==> src/rtl/rst_seq_pkg.sv <==
package rst_seq_pkg;
  typedef enum logic [1:0] {PH_HOLD, PH_COUNT, PH_RUN} rst_phase_e;

  function automatic int unsigned cnt_width(input int unsigned n);
    return (n < 2) ? 1 : $clog2(n);
  endfunction
endpackage

==> src/rtl/rst_debounce.sv <==
module rst_debounce #(
  parameter int unsigned DEB_MS = 10
) (
  input  logic clk_i,
  input  logic rst_ni,
  input  logic tick_i,
  input  logic raw_i,
  output logic level_o
);
  localparam int unsigned W = rst_seq_pkg::cnt_width(DEB_MS);
  localparam logic [W-1:0] LAST = W'(DEB_MS - 1);

  logic         lvl_q;
  logic [W-1:0] cnt_q;

  always_ff @(posedge clk_i or negedge rst_ni) begin
    if (!rst_ni) begin
      lvl_q <= 1'b1;
      cnt_q <= '0;
    end else if (raw_i == lvl_q) begin
      cnt_q <= '0;
    end else if (tick_i) begin
      if (cnt_q == LAST) begin
        lvl_q <= raw_i;
        cnt_q <= '0;
      end else begin
        cnt_q <= cnt_q + 1'b1;
      end
    end
  end

  assign level_o = lvl_q;

  AST_DB_ON_TICK: assert property (@(posedge clk_i) disable iff (!rst_ni)
    !$stable(lvl_q) |-> $past(tick_i));
  AST_DB_CNT_BOUND: assert property (@(posedge clk_i) disable iff (!rst_ni)
    cnt_q <= LAST);
  AST_DB_IDLE_CLEAR: assert property (@(posedge clk_i) disable iff (!rst_ni)
    (raw_i == lvl_q) |=> (cnt_q == '0));
endmodule

==> src/rtl/rst_stretch.sv <==
module rst_stretch #(
  parameter int unsigned SHORT_MS = 150,
  parameter int unsigned LONG_MS  = 800
) (
  input  logic clk_i,
  input  logic rst_ni,
  input  logic tick_i,
  input  logic hold_i,
  input  logic sel_i,
  output logic active_o
);
  import rst_seq_pkg::*;

  localparam int unsigned MAXV = (LONG_MS > SHORT_MS) ? LONG_MS : SHORT_MS;
  localparam int unsigned CW   = cnt_width(MAXV);
  localparam logic [CW-1:0] LIM_S = CW'(SHORT_MS - 1);
  localparam logic [CW-1:0] LIM_L = CW'(LONG_MS - 1);

  rst_phase_e    ph_q;
  logic [CW-1:0] cnt_q;
  logic          long_q;
  logic [CW-1:0] lim;

  assign lim = long_q ? LIM_L : LIM_S;

  always_ff @(posedge clk_i or negedge rst_ni) begin
    if (!rst_ni) begin
      ph_q   <= PH_HOLD;
      cnt_q  <= '0;
      long_q <= 1'b0;
    end else if (hold_i) begin
      ph_q  <= PH_HOLD;
      cnt_q <= '0;
    end else begin
      unique case (ph_q)
        PH_HOLD: begin
          ph_q   <= PH_COUNT;
          long_q <= sel_i;   // latched once per count
          cnt_q  <= '0;
        end
        PH_COUNT: if (tick_i) begin
          if (cnt_q == lim) ph_q <= PH_RUN;
          else              cnt_q <= cnt_q + 1'b1;
        end
        default: ;
      endcase
    end
  end

  // hold asserts reset in the same cycle, not one later
  assign active_o = (ph_q != PH_RUN) | hold_i;

  AST_HOLD_RESTARTS: assert property (@(posedge clk_i) disable iff (!rst_ni)
    hold_i |=> (ph_q == PH_HOLD && cnt_q == '0));
  AST_RELEASE_ON_TICK: assert property (@(posedge clk_i) disable iff (!rst_ni)
    (ph_q == PH_RUN && $past(ph_q) != PH_RUN) |-> $past(tick_i));
  AST_CNT_BOUND: assert property (@(posedge clk_i) disable iff (!rst_ni)
    (ph_q == PH_COUNT) |-> (cnt_q <= lim));
  AST_SEL_FROZEN: assert property (@(posedge clk_i) disable iff (!rst_ni)
    (ph_q == PH_COUNT && $past(ph_q) == PH_COUNT) |-> $stable(long_q));
endmodule

==> src/rtl/rst_sequencer.sv <==
module rst_sequencer #(
  parameter int unsigned SHORT_MS = 150,
  parameter int unsigned LONG_MS  = 800,
  parameter int unsigned DEB_MS   = 10
) (
  input  logic clk_i,
  input  logic rst_ni,
  input  logic tick_i,
  input  logic supply_ok_i,
  input  logic man_rst_ni,
  input  logic tmo_sel_i,
  output logic sys_rst_no,
  output logic low_line_no,
  output logic bus_hold_o
);
  logic btn_lvl;
  logic hold;
  logic active;

  rst_debounce #(.DEB_MS(DEB_MS)) u_deb (
    .clk_i   (clk_i),
    .rst_ni  (rst_ni),
    .tick_i  (tick_i),
    .raw_i   (man_rst_ni),
    .level_o (btn_lvl)
  );

  assign hold = ~supply_ok_i | ~btn_lvl;

  rst_stretch #(.SHORT_MS(SHORT_MS), .LONG_MS(LONG_MS)) u_str (
    .clk_i    (clk_i),
    .rst_ni   (rst_ni),
    .tick_i   (tick_i),
    .hold_i   (hold),
    .sel_i    (tmo_sel_i),
    .active_o (active)
  );

  assign sys_rst_no  = ~active;
  assign bus_hold_o  = active;
  assign low_line_no = supply_ok_i;

  AST_LOWLINE_RST: assert property (@(posedge clk_i) disable iff (!rst_ni)
    !low_line_no |-> !sys_rst_no);
  AST_NO_RELEASE_NO_TICK: assert property (@(posedge clk_i) disable iff (!rst_ni)
    $rose(sys_rst_no) |-> $past(tick_i));
endmodule

==> config.mk <==
export PLATFORM = sky130hd
export DESIGN_NAME = rst_sequencer
export DESIGN_NICKNAME = d
export VERILOG_FILES = /design/src/rtl/rst_seq_pkg.sv /design/src/rtl/rst_debounce.sv /design/src/rtl/rst_stretch.sv /design/src/rtl/rst_sequencer.sv
export SDC_FILE = /design/constraint.sdc
export NUM_CORES = 1
export LEC_CHECK = 0
export BUFFER_PORTS_ARGS = -buffer_cell sky130_fd_sc_hd__buf_2
export CAP_MARGIN = 0
export CORE_MARGIN = 10
export CORE_UTILIZATION = 55
export DETAILED_ROUTE_END_ITERATION = 16
export GPL_ROUTABILITY_DRIVEN = 1
export PLACE_DENSITY = 0.84
export SLEW_MARGIN = 20
export SYNTH_ARGS = -nofsm -noshare
export SYNTH_HDL_FRONTEND = slang
export SYNTH_SLANG_ARGS = --single-unit
==> constraint.sdc <==
create_clock -name clk_i -period 2.7 [get_ports clk_i]
set_clock_uncertainty 0.05 [all_clocks]
set_input_delay 0.27 -clock clk_i [delete_from_list [all_inputs] [get_ports clk_i]]
set_output_delay 0.27 -clock clk_i [all_outputs]
set_load 0.01 [all_outputs]
==> results.md <==
- The number of port buffers is 8.
- The total routed wirelength is 2125 um.
- The largest voltage drop on the vdd net is 374.6 uV.
- The count of vias placed by the detailed router is 810.
- From synthesis to final layout, the design area changed by 11.10%.
- In the routed layout, each cell is associated on average with a via count of 5.912.
- The tree built by TritonCTS fans out to 18 sinks.
- The clock period could shrink to 1.783 ns.
- The floorplan die height is 62.48 um.
- The core footprint is 1727 um2.
- The number of warnings reported in the yosys synthesis log is 0.
- The post-route clock period utilization is 66.03%.
- The final hold violation count is 0.
- After synthesis, the most frequently instantiated cells are 17 x sky130_fd_sc_hd__dfrtp_1, 8 x sky130_fd_sc_hd__nand2_1, 7 x sky130_fd_sc_hd__nand3_1, 6 x sky130_fd_sc_hd__nor2_1, 6 x sky130_fd_sc_hd__o21ai_0.
- The number of antenna violations at the first check in global routing is 0.
- The maximum buffer depth of the clock tree is 2.
- The pin slew with the least headroom to its limit is 0.5881 ns.
- The area share of the largest cell type after synthesis is between 40% and 50%.
- Setup repair after global routing left no endpoint under its margin.
- The proportion of synthesized flip-flops having asynchronous set or reset is 100.0%.
- In this run the tightest slew margin relative to its limit is 60.65%.
- Across the whole layout, storage elements account for 451.7 um2.
- The post-route worst hold slack is 0.1468 ns.
- The data arrival time of the critical path is 1.46 ns.
- After legalization and detailed placement, the total HPWL measured about 1600 um.
- The worst setup timing slack at the placement stage is 0.9570 ns.
- In the final routed layout, each cell accounts on average for ~16 um.
- In the final layout, the multi-input gates occupy around 520 um2.
- Yosys attributes the largest share of cell area to sky130_fd_sc_hd__dfrtp_1 43%, sky130_fd_sc_hd__ha_1 3.8%, sky130_fd_sc_hd__nand3_1 3.5%, sky130_fd_sc_hd__o21ai_0 3.0%, sky130_fd_sc_hd__nand2_1 3.0%.
- The tool flagged a number of max-cap violations equal to 0.
- The number of buffers created by CTS is 3.
- Synthesis instantiated 35 different standard cells from the library.
- The worst setup path is captured at a primary output.
- The number of standard cells after synthesis is 100.
- The max-slew violation count came to 0.
- After routing the design area is 1102 um2.
- The dominant register cell in the synthesized netlist is sky130_fd_sc_hd__dfrtp_1.
- Entering global routing, the biggest net connects 19 pins.
- The synthesized design contains 0 enable-type register cells.
- The placed cell area is 1056 um2.
- For the worst-skew pair, the clock arrives at the later sink with an insertion delay of 0.29 ns.
- Power spread over the standard cell area amounts to 418.9 nW/um2.
- The layout has 163 filler cells.
- Of all cell types, the one taking the most synthesized area is sky130_fd_sc_hd__dfrtp_1.
- The maximum clock frequency is ~560 MHz.
- The final worst setup slack is 0.9171 ns.
- The critical path is of the register to primary output type.
- Setup violations remaining at the end of the flow were counted as 0.
- The count of nets left with antenna violations once routing finished came out at 0.
- The count of inserted antenna diode cells is 0.
- The final layout contains ~120 nets.
- The final weighted congestion in routability-driven placement is 0.8344.
- Data on the critical path is required at its endpoint by around 2.4 ns.
- The clock root buffer is sky130_fd_sc_hd__clkbuf_4.
- The die is about 62 um wide.
- The floorplan die area is just under 4000 um2.
- The critical-path maximum fanout is 4.
- By instance count, the leading cell after synthesis is sky130_fd_sc_hd__dfrtp_1.
- The global-route wire length before repair is 3594 um.
- Of the cells placed in the final design, the portion with a size suffix greater than 1 is 23.21%.
- The number of global-route vias before repair is 799.
- The number of buffers added for setup after CTS is 0.
- The starting density of the core is between 50% and 60%.
- Total power for the finished layout comes to 0.0004617 W.
- The H-tree depth reported by CTS is 1.
- In the final timing run, aggregate negative setup slack is 0 ns.
- Summed over all layers, the global routing overflow is 0.
- A synthesized cell averages 9.922 um2.
- The combined area of all synthesized cells is about 990 um2.
- The synthesized design contains 18 register bits.
- The run finished with clean final reports.
- The post-cts sizing count is 0.
- The number of iterations in the first detailed-routing pass is 4.
- The leakage power summed over all cells is 0.4675 nW.
- The TritonCTS clock tree is done.
- The combined global-route utilization of all metal layers is 10.95%.
- In this run, the number of DRC markers left after iteration 0 of detailed routing was 40.
- Sequential cells were found to cover 45.52% of the synthesized design area.
- The number of standard-cell rows in the floorplan is 15.
- The clock input transition at the sequential cells of the worst setup and hold paths is approximately 0.1 ns.
- In the routed design, unresolved DRC markers number 0.
- The critical path launch point type is a register.
- Synthesis produced a netlist with a net count of around 110.
- The count of boundary I/O pins is 9.
- The tightest min-delay check is of the primary input to register type.
## registers in the layout (all words and copies together), names as in the netlist
signal	count
u_deb.cnt_q	4
u_deb.level_o	1
u_str.ph_q	2
u_str.cnt_q	10
u_str.long_q	1
## per-stage QoR
step                utilization [%]  instances
floorplan                         -        100
global placement              61.16        132
detailed placement            61.16        132
CTS                           63.84        137
global route                  63.84        137
finish                        63.84        137
## worst max-delay path, stage by stage (launching register included)
cell and delay (ns):
sky130_fd_sc_hd__dfstp_2 0.57, sky130_fd_sc_hd__nand2_1 0.10, sky130_fd_sc_hd__or2_2 0.32, sky130_fd_sc_hd__inv_1 0.06, sky130_fd_sc_hd__buf_2 0.12
## routing by layer
metal	GRT usage, %	routed length [um]	vias up
li1	-	-	405
met1	11.85	899	387
met2	20.00	1119	16
met3	3.047	82	2
met4	3.352	24	0
met5	0	0	-
## logic make-up after synthesis
| group | share of synthesized area [%] |
|---|---|
| xor gates and xnor gates | 1.766 |
| AOI/OAI and AO/OA | 19.80 |
| muxes | 2.270 |
| DFF | 45.52 |
| buffers and inverters | 2.270 |
| and+or+nand+nor | 24.59 |
| adders and majority gates | 3.784 |
## final timing paths
kind | from | slack [ns] | endpoint | cells past startpoint
setup reg to reg | u_str.cnt_q[2] | 0.93 | u_str.cnt_q[4] | 5
setup / recovery | u_deb.level_o | 0.92 | sys_rst_no | 4
min in group asynchronous | rst_ni | 0.37 | u_str.cnt_q[8] | 2
hold reg to reg | u_str.cnt_q[4] | 0.49 | u_str.cnt_q[4] | 1
max in group asynchronous | rst_ni | 1.91 | u_deb.level_o | 2
hold / removal | tmo_sel_i | 0.15 | u_str.long_q | 2
## report_power, final
group          internal (W)  switching (W)   total, W  leakage, nW
registers          0.000272     0.00000309   0.000275        0.246
logic            0.00000754      0.0000132  0.0000208        0.200
clock network     0.0000822      0.0000835   0.000166       0.0210
total              0.000362      0.0000999   0.000462        0.468
## layout by cell type, fill, tap and decap left out, drive strengths merged
cell,Yosys,layout
dfstp,1,1
o41ai,3,3
o311ai,1,1
nor2b,3,3
or4bb,1,1
nand4b,1,1
nor2,7,7
nand2,10,10
or2,1,1
o31ai,4,4
ha,3,3
clkbuf,0,4
a31oi,2,2
inv,4,4
a21oi,2,2
o21ai,7,7
nand3,7,7
dlygate4sd3,0,1
or4,1,1
buf,1,8
a32o,1,1
nor3,3,3
a31o,2,2
mux2,2,2
and2,1,1
and3,2,2
xor2,2,2
and4,1,1
dfrtp,17,17
o211ai,4,4
nand4,4,4
nand2b,2,2
## layout make-up
cell class / count / area share, %
Inverter: 4 / 1.362
Multi-Input combinational cell: 77 / 46.99
Sequential cell: 18 / 40.98
Clock buffer: 4 / 3.292
Tap cell: 25 / 2.838
Timing Repair Buffer: 9 / 4.540
## timing repair
action	CTS	global route
endpoints found under the hold margin	17	0
hold buffers	1	0
setup endpoints to repair	0	0
Power figures use the tool's default switching activity.
